==> src/rtl/step_event_pkg.sv <==
package step_event_pkg;
  parameter int unsigned DATA_W   = 3;
  parameter int unsigned CNT_W    = 3;
  parameter int unsigned STEP_MIN = 2;
  parameter int unsigned CNT_MAX  = 6;
  parameter int unsigned ZERO_RUN = 3;
endpackage

==> src/rtl/step_detect.sv <==
module step_detect #(
  parameter int unsigned DATA_W   = 3,
  parameter int unsigned STEP_MIN = 2
) (
  input  logic              clk_i,
  input  logic              rst_ni,
  input  logic [DATA_W-1:0] data_i,
  output logic              step_o
);
  logic [DATA_W-1:0] prev_q;
  logic [DATA_W-1:0] diff;

  always_ff @(posedge clk_i or negedge rst_ni) begin
    if (!rst_ni) prev_q <= '0;
    else         prev_q <= data_i;
  end

  // difference only meaningful when data_i > prev_q, so no wrap can qualify
  assign diff   = data_i - prev_q;
  assign step_o = (data_i > prev_q) && (diff >= DATA_W'(STEP_MIN));
endmodule

==> src/rtl/zero_run_detect.sv <==
module zero_run_detect #(
  parameter int unsigned DATA_W   = 3,
  parameter int unsigned RUN_LEN  = 3
) (
  input  logic              clk_i,
  input  logic              rst_ni,
  input  logic [DATA_W-1:0] data_i,
  output logic              clr_o
);
  localparam int unsigned RUN_W = $clog2(RUN_LEN + 1);

  logic [RUN_W-1:0] run_q, run_d;
  logic             is_zero;

  assign is_zero = (data_i == '0);

  always_comb begin
    if (!is_zero)                       run_d = '0;
    else if (run_q == RUN_W'(RUN_LEN))  run_d = run_q;
    else                                run_d = run_q + 1'b1;
  end

  always_ff @(posedge clk_i or negedge rst_ni) begin
    if (!rst_ni) run_q <= '0;
    else         run_q <= run_d;
  end

  // current zero completes (or extends) a full run
  assign clr_o = is_zero && (run_q >= RUN_W'(RUN_LEN - 1));
endmodule

==> src/rtl/sat_event_counter.sv <==
module sat_event_counter #(
  parameter int unsigned CNT_W   = 3,
  parameter int unsigned CNT_MAX = 6
) (
  input  logic             clk_i,
  input  logic             rst_ni,
  input  logic             clr_i,
  input  logic             inc_i,
  output logic [CNT_W-1:0] count_o,
  output logic             alarm_o
);
  localparam logic [CNT_W-1:0] LIMIT = CNT_W'(CNT_MAX);

  logic [CNT_W-1:0] cnt_q, cnt_d;
  logic             alm_q, alm_d;
  logic             bump;

  assign bump = inc_i && (cnt_q != LIMIT);

  always_comb begin
    cnt_d = cnt_q;
    alm_d = alm_q;
    if (clr_i) begin
      cnt_d = '0;
      alm_d = 1'b0;
    end else if (bump) begin
      cnt_d = cnt_q + 1'b1;
      if (cnt_q == LIMIT - 1'b1) alm_d = 1'b1;
    end
  end

  always_ff @(posedge clk_i or negedge rst_ni) begin
    if (!rst_ni) begin
      cnt_q <= '0;
      alm_q <= 1'b0;
    end else begin
      cnt_q <= cnt_d;
      alm_q <= alm_d;
    end
  end

  assign count_o = cnt_q;
  assign alarm_o = alm_q;
endmodule

==> src/rtl/step_event_counter.sv <==
module step_event_counter
  import step_event_pkg::*;
(
  input  logic              clk_i,
  input  logic              rst_ni,
  input  logic [DATA_W-1:0] data_i,
  output logic [CNT_W-1:0]  count_o,
  output logic              alarm_o
);
  logic step, clr;

  step_detect #(.DATA_W(DATA_W), .STEP_MIN(STEP_MIN)) u_step (
    .clk_i (clk_i),
    .rst_ni(rst_ni),
    .data_i(data_i),
    .step_o(step)
  );

  zero_run_detect #(.DATA_W(DATA_W), .RUN_LEN(ZERO_RUN)) u_zero (
    .clk_i (clk_i),
    .rst_ni(rst_ni),
    .data_i(data_i),
    .clr_o (clr)
  );

  sat_event_counter #(.CNT_W(CNT_W), .CNT_MAX(CNT_MAX)) u_cnt (
    .clk_i  (clk_i),
    .rst_ni (rst_ni),
    .clr_i  (clr),
    .inc_i  (step),
    .count_o(count_o),
    .alarm_o(alarm_o)
  );
endmodule

==> config.mk <==
export PLATFORM = sky130hd
export DESIGN_NAME = step_event_counter
export DESIGN_NICKNAME = d
export VERILOG_FILES = /design/src/rtl/step_event_pkg.sv /design/src/rtl/step_detect.sv /design/src/rtl/zero_run_detect.sv /design/src/rtl/sat_event_counter.sv /design/src/rtl/step_event_counter.sv
export SDC_FILE = /design/constraint.sdc
export NUM_CORES = 1
export LEC_CHECK = 0
export CELL_PAD_IN_SITES_DETAIL_PLACEMENT = 1
export CELL_PAD_IN_SITES_GLOBAL_PLACEMENT = 1
export CORE_AREA = 2 2 40 42
export DETAILED_ROUTE_END_ITERATION = 12
export DIE_AREA = 0 0 42 44
export GPL_TIMING_DRIVEN = 0
export PLACE_DENSITY_LB_ADDON = 0.25
export SLEW_MARGIN = 25
export SYNTH_ARGS = -nofsm -noshare
export SYNTH_HDL_FRONTEND = slang
export SYNTH_SLANG_ARGS = --single-unit
==> constraint.sdc <==
create_clock -name clk_i -period 2.8 [get_ports clk_i]
set_input_delay 0.56 -clock clk_i [delete_from_list [all_inputs] [get_ports clk_i]]
set_output_delay 0.56 -clock clk_i [all_outputs]
set_load 0.01 [all_outputs]
After elaboration in Yosys (flattened, before gate mapping) --
Cells that the tools add are included.
Storage, ports and cells: input port bits 5, logic and storage cells 28, output and inout port bits 4, memory bits (read-only) 0, register bits 9, bits in latches 0, memories kept 0, bits in writable memories 0
Cells by class: reductions and logical operators 7, add/subtract/negate cells 3, div/mod/pow operators 0, shifts and indexed selects 0, order comparisons 3, mux-type cells 7, bitwise gates (word level) 0, multipliers 0, equality and inequality tests 4
Operator list (count):
- $mux W3 | 2
- $mux W2 | 2
- $reduce_bool A2 Y1 | 2
- $add A3 B1 Y3 const B | 1
- $eq A3 B3 Y1 const B | 1
- $ge A3 B2 Y1 const B | 1
- $gt A3 B3 Y1 | 1
- $logic_and A1 B1 Y1 | 3
- $logic_not A3 Y1 | 1
- $mux W1 | 3
- $ne A3 B3 Y1 const B | 1
- $sub A3 B3 Y3 | 1
- $add A2 B1 Y2 const B | 1
- $eq A2 B2 Y1 const B | 1
- $ge A2 B2 Y1 const B | 1
- $ne A2 B2 Y1 const B | 1
- $reduce_and A2 Y1 | 1

Depth between registers and ports, before layout --
depth after elaboration 6, gate-level depth with buffers 8, gate-level depth less buffers 8

By module --
Synthesis repeated with hierarchy kept, for this count alone.
Unflattened totals: cell total of the unflattened synthesis 53, area, all modules 556.8 µm²
By module, submodules not included:
- sat_event_counter | cells each 22, sequential area each 100.1 µm², instances 1, area an instance 236.5 µm²
- step_detect | cells each 18, sequential area each 75.1 µm², instances 1, area an instance 191.4 µm²
- zero_run_detect | cells each 13, sequential area each 50.0 µm², instances 1, area an instance 128.9 µm²

Worst setup path before layout --
Ideal clock, no wire load.
path type input -> register, start in data_i[0], end reg u_cnt.cnt_q[2], in the netlist u_cnt.count_o[2], data required time 2721 ps, arrival 1972 ps, path buffers 0, path slack 749 ps, library setup time 79 ps, stages 8, cell sequence inv_1 -> ha_1 -> inv_1 -> fa_1 -> o21a_1 -> o221a_1 -> nand3_1 -> mux2i_1
On the way: word-level cells in the longest chain between the ends 5, elaborated cells on any way between the ends 9
Ends and longest elaborated chain:
- start, declared | line step_event_counter.sv:6 | input logic [DATA_W-1:0] data_i,
- $sub A3 B3 Y3 | line step_detect.sv:19 | assign diff = data_i - prev_q;
- $ge A3 B2 Y1 | line step_detect.sv:20 | assign step_o = (data_i > prev_q) && (diff >= DATA_W'(STEP_MIN));
- $logic_and A1 B1 Y1 | line step_detect.sv:20
- $logic_and A1 B1 Y1 | line sat_event_counter.sv:18 | assign bump = inc_i && (cnt_q != LIMIT);
- $reduce_bool A2 Y1 (no line)
- end signal, assigned | line sat_event_counter.sv:37 | cnt_q <= cnt_d;
- end, declared | line sat_event_counter.sv:14 | logic [CNT_W-1:0] cnt_q, cnt_d;
Several ways; a longest one is shown, not always the timed one. A chain may end at the register's enable or synchronous reset.

Worst setup path in the final report --
start in data_i[0], end reg u_cnt.cnt_q[1], in the netlist u_cnt.count_o[1]
The elaborated chain is that of the path after synthesis.

==> key figures <==
Hold path
  • Hold Path Origin: u_cnt.alarm_o
  • Worst hold path depth: 2
  • Hold EP: u_cnt.alarm_o
  • Min-delay worst type: flip-flop to flip-flop

Setup path
  • Crit-path max FO: 3
  • Crit path DAT: 2.67 ns
  • Reg-to-reg slack, setup: 0.78 ns
  • R2R Path End: u_cnt.count_o[1]
  • CP Class: input pin to flip-flop
  • CP endpoint kind: flip-flop
  • Reg-to-reg startpoint: u_step.prev_q[0]
  • Worst r2r path cells: 7
  • Crit path required time: 2.95 ns
  • CP Launch Type: input pin

Routing
  • Average wire per standard cell: 13.7 µm
  • Detailed Routing Iterations Pass 1: 2
  • Vias per cell: 5.21
  • Vias: 427
  • Starting DRC count in detailed routing: 3
  • DR DRC count: 0
  • Routed WL: 1120 µm
  • ANT nets after route: 0

Yosys
  • Yosys reg bits: 9
  • Post-synth top area cell: dfrtp_1
  • Syn_area_per_cell: 10.2 µm²
  • Post-synth top area share: 40.9%
  • Mapped cell area: 551 µm²
  • Register area share after synthesis: 40.9%
  • Mapped Cells: 54
  • Netlist cell types: 21
  • Syn_nets: 68
  • Synthesis warning total: 0
  • Most area-consuming cells after synthesis: dfrtp_1 41%, ha_1 18%, inv_1 4.8%, nand3_1 4.5%, fa_1 3.6%

Layout
  • Register area: 225 µm²
  • Diode count: 0
  • Final instance area: 677 µm²
  • Share of post-route cells with drive strength above 1: 6.06%
  • Area Growth Syn to Fin: 23.0%
  • # fillers: 165
  • Area of the multi-input gates: 299 µm²
  • Most frequent cells in the layout: 9 x dfrtp_1, 8 x ha_1, 8 x clkdlybuf4s50_1
  • Layout net count: 81
  • Core Util, Final: 47.7%
  • Most common cell after layout, fill and taps aside: dfrtp_1

STA
  • RSZ-0062 raised after global routing: false
  • Total Neg Setup Slack: 0 ns
  • Period minus WS final: 2.52 ns
  • Max_slew headroom: 63.3%
  • Final Max Tran Viols: 0
  • Setup slack after layout: 0.278 ns
  • Final worst-path cycle share: 90.1%
  • Final Hold Fails: 0
  • Setup violators final: 0
  • Worst-margin pin slew: 0.546 ns
  • Final Skew: 0.00363 ns
  • Fmax: 397 MHz

Clock network
  • Worst-Skew Late Latency: 0.26 ns
  • Resize count post-CTS: 0
  • Post-CTS Setup Bufs: 0
  • CTS H-tree depth: 1
  • CTS sink cnt: 9
  • CTS max path bufs: 2
  • CTS buffer count: 3
  • CTS clk-pin slew, worst paths: 0.06 ns
  • CTS Root Buffer Type: clkbuf_4
  • Hold_buf cts: 0
  • CTS tree: built

Floorplan
  • Die outline width: 42 µm
  • Initial Util: 38.8%
  • Die ar.: 1850 µm²
  • Row count: 14
  • Io pins: 9
  • Height of the die: 44 µm
  • Core area: 1420 µm²

Pwr
  • P_leak: 0.322 nW
  • Net switching power: 0.173 mW
  • Combinational power share: 41.4%
  • Cell Pwr Density: 739 nW/µm²
  • Sw Share: 34.6%
  • Internal power: 0.327 mW
  • Register share of total power: 38.9%
  • Clk pwr share: 19.7%
  • Peak supply drop: 0.402 mV

Global routing
  • Global route total overflow: 0
  • Initial antenna violation count: 0
  • Largest net degree at the start of global routing: 10
  • Vias in the first global route: 458
  • GR Util All Layers: 15.1%
  • First-pass GRT wire length: 2010 µm

Place
  • Detail Placement HPWL: 925 µm
  • Routability congestion estimate: 0.726
  • Port buffer count: 8
  • Post-DP Area: 651 µm²
  • Place WS: 0.0103 ns

Flow run
  • Maxcap violations: 0

Status
  • Status: finished, final reports clean
-- Yosys cell counts, drive strengths merged --
cell    n
nor2b   1
o31ai   2
and3    1
nand2b  1
o221a   1
ha      8
o221ai  1
and2    2
xnor2   1
o21ai   4
nand2   5
nor3    1
o31a    1
fa      1
inv     7
nand3   5
o21a    1
a21boi  1
mux2i   1
dfrtp   9
-- power groups by stage --
stage / clock [mW] / combinational [mW] / sequential (mW)
final: 0.0984 / 0.207 / 0.195
after global routing: 0.112 / 0.233 / 0.200
after CTS: 0.106 / 0.211 / 0.195
after detailed placement: 0 / 0.210 / 0.197
after global placement: 0 / 0.201 / 0.197
after floorplan: 0 / 0.102 / 0.204
-- worst max-delay path by stage --
stage | cells past startpoint | slack [ns] | from | end
2_1_floorplan | 8 | 0.75 | data_i[0] | u_cnt.count_o[2]
3_5_place_dp | 9 | 0.01 | data_i[0] | u_cnt.count_o[1]
6_report | 9 | 0.28 | data_i[0] | u_cnt.count_o[1]
4_1_cts | 9 | 0.29 | data_i[0] | u_cnt.count_o[1]
3_3_place_gp | 9 | 0.07 | data_i[0] | u_cnt.count_o[1]
5_1_grt | 9 | 0.15 | data_i[0] | u_cnt.count_o[1]
-- per-layer routing --
metal / track usage, % / routed length [µm] / vias to the layer above
li1: - / - / 213
met1: 17.8 / 494 / 208
met2: 25.6 / 601 / 4
met3: 2.50 / 17 / 2
met4: 9.68 / 9 / 0
met5: 0 / 0 / -
-- kinds of logic after synthesis --
family | count (synthesis) | synth area share, %
compound gates | 11 | 14.5
simple gates | 16 | 14.5
xor+xnor | 1 | 1.59
flops | 9 | 40.9
buf+inv | 7 | 4.77
fa+ha+maj | 9 | 21.8
mux | 1 | 1.82
-- registers in the layout, indices dropped and copies added, names as in the netlist --
name,flops
u_cnt.count_o,3
u_step.prev_q,3
u_cnt.alarm_o,1
u_zero.run_q,2
-- critical path: stages --
cell and delay (ns):
clkdlybuf4s50_1 0.49, inv_1 0.05, ha_1 0.21, inv_1 0.07, fa_1 0.44, o21a_1 0.20
o221ai_1 0.34, o21ai_1 0.12, and3_1 0.18
-- final cells by class --
type | instances | area share, %
Multi-Input combinational cell | 38 | 44.2
Sequential cell | 9 | 33.3
Timing Repair Buffer | 8 | 11.8
Clock buffer | 4 | 3.88
Inverter | 7 | 3.88
Tap cell | 16 | 2.96
-- metrics by stage --
step | power (mW) | hold slack, ns | cells
after floorplan | 0.306 | 0.264 | 54
after detailed placement | 0.406 | 0.497 | 78
after global routing | 0.545 | 0.544 | 82
after global placement | 0.397 | 0.472 | 78
final | 0.500 | 0.529 | 82
after CTS | 0.512 | 0.534 | 82
No activity file was read; power rests on OpenSTA's default activity.
